===== src/rtl/txpg_pkg.sv =====
// Shared types for the transmit parity guard.
// Assumes a two-bit coverage mode; the top value 2'b11 aliases 2'b10.
package txpg_pkg;

    typedef enum logic [1:0] {
        COV_OFF  = 2'b00,
        COV_DATA = 2'b01,
        COV_ALL  = 2'b10,
        COV_ALT  = 2'b11
    } cov_mode_e;

endpackage


===== src/rtl/txpg_cover.sv =====
// Coverage selector and odd-parity evaluator.
// Decides which bits are covered by the mode and the encoder setting,
// then reports whether checking is on and whether the word is odd.
// Assumes purely combinational use; the caller registers the result.
module txpg_cover
    import txpg_pkg::*;
#(
    parameter int DATA_W = 8,
    parameter int CTL_W  = 2
) (
    input  logic [DATA_W-1:0] data,
    input  logic [CTL_W-1:0]  ctl,
    input  logic              par,
    input  cov_mode_e         mode,
    input  logic              enc_en,
    output logic              chk_on,
    output logic              odd_ok
);

    logic with_ctl;

    // Picks the covered set and folds it together with the parity bit.
    always_comb begin
        chk_on   = (mode != COV_OFF);
        with_ctl = (mode == COV_ALL) || (mode == COV_ALT) ||
                   ((mode == COV_DATA) && !enc_en);
        odd_ok   = (^data) ^ par ^ (with_ctl ? (^ctl) : 1'b0);
    end

endmodule


===== src/rtl/txpg_vcode.sv =====
// Violation code selector.
// With the encoder in use the code follows the running disparity;
// when the encoder is bypassed the positive-disparity form is fixed.
module txpg_vcode #(
    parameter int              CODE_W = 10,
    parameter logic [CODE_W-1:0] NEG  = 10'h38B,
    parameter logic [CODE_W-1:0] POS  = 10'h074
) (
    input  logic              enc_en,
    input  logic              rd_pos,
    output logic [CODE_W-1:0] code
);

    // Chooses the replacement code for the present settings.
    always_comb begin
        if (enc_en && !rd_pos) code = NEG;
        else                   code = POS;
    end

endmodule


===== src/rtl/tx_parity_guard.sv =====
// Transmit parity guard, top level.
// Checks odd parity on each word and, on failure, flags the error and
// requests replacement by a violation code. All outputs are registered
// and describe the word seen on the previous clock.
// Assumes a synchronous active-low reset.
module tx_parity_guard
    import txpg_pkg::*;
#(
    parameter int                DATA_W   = 8,
    parameter int                CTL_W    = 2,
    parameter int                CODE_W   = 10,
    parameter logic [CODE_W-1:0] VIOL_NEG = 10'h38B,
    parameter logic [CODE_W-1:0] VIOL_POS = 10'h074
) (
    input  logic              clk,
    input  logic              rst_n,
    input  logic [DATA_W-1:0] data_in,
    input  logic [CTL_W-1:0]  ctl_in,
    input  logic              par_in,
    input  logic [1:0]        cov_mode,
    input  logic              enc_en,
    input  logic              rd_pos,
    output logic              par_err,
    output logic              sub_req,
    output logic [CODE_W-1:0] sub_code
);

    localparam logic [CODE_W-1:0] CODE_IDLE = '0;

    cov_mode_e         mode_q;
    logic              chk_on;
    logic              odd_ok;
    logic              fail_d;
    logic [CODE_W-1:0] vcode;

    // Casts the raw mode pins onto the shared enum.
    always_comb mode_q = cov_mode_e'(cov_mode);

    txpg_cover #(
        .DATA_W (DATA_W),
        .CTL_W  (CTL_W)
    ) u_cover (
        .data   (data_in),
        .ctl    (ctl_in),
        .par    (par_in),
        .mode   (mode_q),
        .enc_en (enc_en),
        .chk_on (chk_on),
        .odd_ok (odd_ok)
    );

    txpg_vcode #(
        .CODE_W (CODE_W),
        .NEG    (VIOL_NEG),
        .POS    (VIOL_POS)
    ) u_vcode (
        .enc_en (enc_en),
        .rd_pos (rd_pos),
        .code   (vcode)
    );

    // A word fails only when checking is on and the fold is even.
    always_comb fail_d = chk_on && !odd_ok;

    // Registers the verdict and the replacement code for the next cycle.
    always_ff @(posedge clk) begin
        if (!rst_n) begin
            par_err  <= 1'b0;
            sub_req  <= 1'b0;
            sub_code <= CODE_IDLE;
        end else begin
            par_err  <= fail_d;
            sub_req  <= fail_d;
            sub_code <= fail_d ? vcode : CODE_IDLE;
        end
    end

endmodule


===== config.mk =====
export PLATFORM = sky130hd
export DESIGN_NAME = tx_parity_guard
export DESIGN_NICKNAME = d
export VERILOG_FILES = /design/src/rtl/txpg_pkg.sv /design/src/rtl/txpg_cover.sv /design/src/rtl/txpg_vcode.sv /design/src/rtl/tx_parity_guard.sv
export SDC_FILE = /design/constraint.sdc
export NUM_CORES = 1
export LEC_CHECK = 0
export BUFFER_PORTS_ARGS = -buffer_cell sky130_fd_sc_hd__buf_2
export CAP_MARGIN = 40
export CORE_AREA = 2 2 39 41
export CTS_BUF_LIST = sky130_fd_sc_hd__clkbuf_8
export CTS_CLUSTER_DIAMETER = 150
export DETAILED_ROUTE_END_ITERATION = 8
export DIE_AREA = 0 0 41 43
export PLACE_DENSITY = 0.51
export SYNTH_ARGS = -nofsm -noshare
export SYNTH_HDL_FRONTEND = slang
export SYNTH_SLANG_ARGS = --single-unit

===== constraint.sdc =====
create_clock -name clk -period 1.6 [get_ports clk]
set_input_delay 0.16 -clock clk [delete_from_list [all_inputs] [get_ports clk]]
set_output_delay 0.16 -clock clk [all_outputs]
set_load 0.1 [all_outputs]

======== Yosys cells after proc, flatten, opt, wreduce, memory -nomap -nowiden ========
Index checks and enable logic that the tools add are counted.
word-level totals
  bits in writable memories ............... 0
  bits of input ports ..................... 17
  memories kept ........................... 0
  ROM bits ................................ 0
  bits in latches ......................... 0
  output and inout port bits .............. 12
  logic and storage cells ................. 21
  bits in registers ....................... 11
cells by class
  bitwise logic cells ..................... 2
  order comparisons ....................... 0
  multiply operators ...................... 0
  add/subtract/negate cells ............... 0
  equality and inequality tests ........... 3
  muxes and demuxes ....................... 2
  shift-type cells ........................ 0
  divide/modulo/power cells ............... 0
  reductions and logical operators ........ 12
operators by type and width
  cell                count
  $mux 10             1
  $reduce_xor 8->1    1
  $eq 2x2->1 const B  2
  $logic_and 1x1->1   3
  $logic_not 1->1     3
  $eq 2x1->1 const B  1
  $logic_or 1x1->1    2
  $reduce_and 2->1    1
  $reduce_bool 2->1   1
  $reduce_xor 2->1    1
  $xor 1x1->1         2
  $mux 1              1

======== Logic depth before layout (Yosys ltp) ========
  depth after elaboration ................. 8
  depth in mapped cells ................... 4
  mapped depth without buffers ............ 4

======== Hierarchy ========
Synthesis repeated with hierarchy kept, for this count alone.
unflattened totals
  cell total of the unflattened synthesis .. 46
  area total of the unflattened synthesis .. 551.8 µm²
by module, submodules not included
  module           cells an instance  seq. area each (µm²)  area an instance (µm²)  times used
  tx_parity_guard  26                 220.2                 359.1                   1
  txpg_cover       10                 0.0                   120.1                   1
  txpg_vcode       10                 0.0                   72.6                    1

======== Least setup slack after synthesis ========
OpenSTA, ideal clock, no wires.
  kind .................................... register to output
  start ................................... register sub_code[8] (netlist name)
  end ..................................... output port sub_code[1]
  setup slack ............................. 0.012 ns
  buffers on the path ..................... 1
  cell stages (with the launch flop) ...... 2
  required time ........................... 1.440 ns
  arrival time ............................ 1.428 ns
  cells stage by stage .................... dfxtp_1 > buf_4
RTL lines
  element        line                   RTL
  end, declared  tx_parity_guard.sv:25  output logic [CODE_W-1:0] sub_code

======== Final worst setup path ========
  start ................................... input port data_in[4]
  end ..................................... register sub_code[8]
on the way
  longest elaborated chain between the ends .. 6
RTL lines
  element                     line                   RTL
  start, declared             tx_parity_guard.sv:17  input logic [DATA_W-1:0] data_in,
  $reduce_xor 8->1            txpg_cover.sv:27       odd_ok = (^data) ^ par ^ (with_ctl ? (^ctl) : 1'b0);
  $xor 1x1->1 (2 in a row)    txpg_cover.sv:27
  $logic_not 1->1             tx_parity_guard.sv:63  always_comb fail_d = chk_on && !odd_ok;
  $logic_and 1x1->1           tx_parity_guard.sv:63
  $reduce_and 2->1 (no line)  n/a
  end signal, assigned        tx_parity_guard.sv:74  sub_code <= fail_d ? vcode : CODE_IDLE;
Every way passes these cells.
A chain may end at the register's enable or synchronous reset.

==> results_dict.tcl <==
set metrics [dict create \
    grt_max_degree 7 \
    grt_setup_unrepaired "false" \
    syn_to_final_growth_pct 50.2 \
    crit_fanout 3 \
    power_switching_mw 0.420 \
    slew_headroom 0.679 \
    track_usage 0.0654 \
    die_y_um 43 \
    max_freq_mhz 771 \
    ys_types 10 \
    synth_seq_cells 3 \
    setup_viol 0 \
    cap_violations 0 \
    placed_area_sq_um 367 \
    final_nets 67 \
    hold_viol_final 0 \
    stdcell_area_sq_um 412 \
    fp.coreArea_sq_um 1380 \
    min_period_ps 1300 \
    p_clk_frac 0.275 \
    cts_tree "yes" \
    place_ws_ps 62.0 \
    irDropWorstVdd_uv 959 \
    min_period_over_period 0.811 \
    core.rowCount 14 \
    wl_per_cell_um 7.35 \
    avgSynthCellArea_sq_um 10.5 \
    postRouteAntennaNets 0 \
    layout_commonest_cell "buf_2" \
    arrival_ps 1440 \
    clkTransAtPathRegs_ps 30 \
    fin_ws_ps 303 \
    grt_overflow 0 \
    worst_slew_pin_slew_ps 485 \
    routed_via_density 3.65 \
    holdPathStages 3 \
    yosysSeqAreaShare 0.219 \
    drive_above_1_share 0.653 \
    drt_wl_total_um 478 \
    start_kind "input port" \
    path_class "input port to flop" \
    cts_hold_buf 0 \
    status "finished clean" \
    routabilityCongestion 0.581 \
    dieArea_sq_um 1760 \
    grt_pass1_vias 203 \
    p_comb_frac 0.600 \
    final_core_util 0.297 \
    clock-sinks 3 \
    ctsHtreeMaxLevel 1 \
    drc 0 \
    p_leak_nw 0.251 \
    setup_tns_ps 0 \
    netlist_instances 26 \
    maxSlewViolCount 0 \
    cts-root-buf "clkbuf_8" \
    post_cts_resized 0 \
    initial_core_util 0.198 \
    grt_pass1_wl_um 752 \
    layout_common_cells "28 x buf_2, 3 x xnor3_1, 3 x clkbuf_8, 3 x dfxtp_1" \
    cp_data_required_time_ps 1740 \
    initialDrtViolationCount 5 \
    antenna_found_initial 0 \
    cts_setup_buffers 0 \
    io_pins 29 \
    via_count 237 \
    seqPwrFrac 0.125 \
    crit_path_end_kind "flop" \
    power_density_nw_per_um2 1870 \
    p_sw_frac 0.546 \
    syn_area_sq_um 274 \
    yosysWarnings 0 \
    syn-num-nets 43 \
    chipWidth_um 41 \
    antenna_cells 0 \
    dr.pass1.iters 3 \
    numCtsBuffers 3 \
    clock_path_buffers 2 \
    hold_path_class "input port to flop" \
    intPower_mw 0.349 \
    port_buffers 28 \
]
[power by group through the flow]
stage | sequential, mW | clock, mW | combinational, mW
6_report | 0.0961 | 0.211 | 0.462
4_1_cts | 0.0969 | 0.216 | 0.465
5_1_grt | 0.0986 | 0.229 | 0.479
3_3_place_gp | 0.0968 | 0 | 0.463
2_1_floorplan | 0.194 | 0 | 0.342
3_5_place_dp | 0.0978 | 0 | 0.465
[through the flow]
| stage | hold WS [ps] | instances | power (mW) |
|---|---|---|---|
| 2_1_floorplan | 378 | 26 | 0.537 |
| 3_5_place_dp | 480 | 61 | 0.563 |
| 4_1_cts | 259 | 65 | 0.777 |
| 3_3_place_gp | 477 | 61 | 0.560 |
| 6_report | 259 | 65 | 0.769 |
| 5_1_grt | 286 | 65 | 0.806 |
[sequential cells by signal, indices dropped and copies added (netlist names)]
name / cells
sub_code: 2
sub_req: 1
[worst max-delay path: stages]
cell and delay (ps):
buf_2 70, xnor3_1 380, xnor3_1 210, xnor3_1 430, nor3b_2 190
[cells by family after synthesis]
logic type | synth area share
xor+xnor | 0.374
compound gates | 0.0365
buf+inv | 0.247
flops | 0.219
simple gates | 0.123
[path summary, 6_finish.rpt]
path                        from           to  slack (ps)
worst max-delay path  data_in[4]  sub_code[8]         300
worst min-delay path      rd_pos  sub_code[8]         260
[cells in the mapped netlist (all sizes together)]
cell   number  share of area
nor2b       2          0.046
dfxtp       3           0.22
nor2        1          0.014
xor2        2          0.064
xnor2       2          0.064
nor3b       1          0.046
nor3        1          0.018
o21ai       2          0.037
xnor3       3           0.25
buf         9           0.25
[per-layer routing]
metal,track usage,share of wire
met5,0,0
met3,0.0157,0.11
met1,0.0680,0.37
met4,0.0600,0
met2,0.100,0.51
[area by class of cell]
class | instances | area (sq um)
clock buffers | 3 | 41.3
clock inverters | 1 | 3.75
fillers | 152 | 972
multi-input cells | 14 | 146
flip-flops and latches | 3 | 60.1
well taps | 16 | 20.0
repair buffers | 28 | 140
Note: power is estimated with default switching activity, not from simulation.
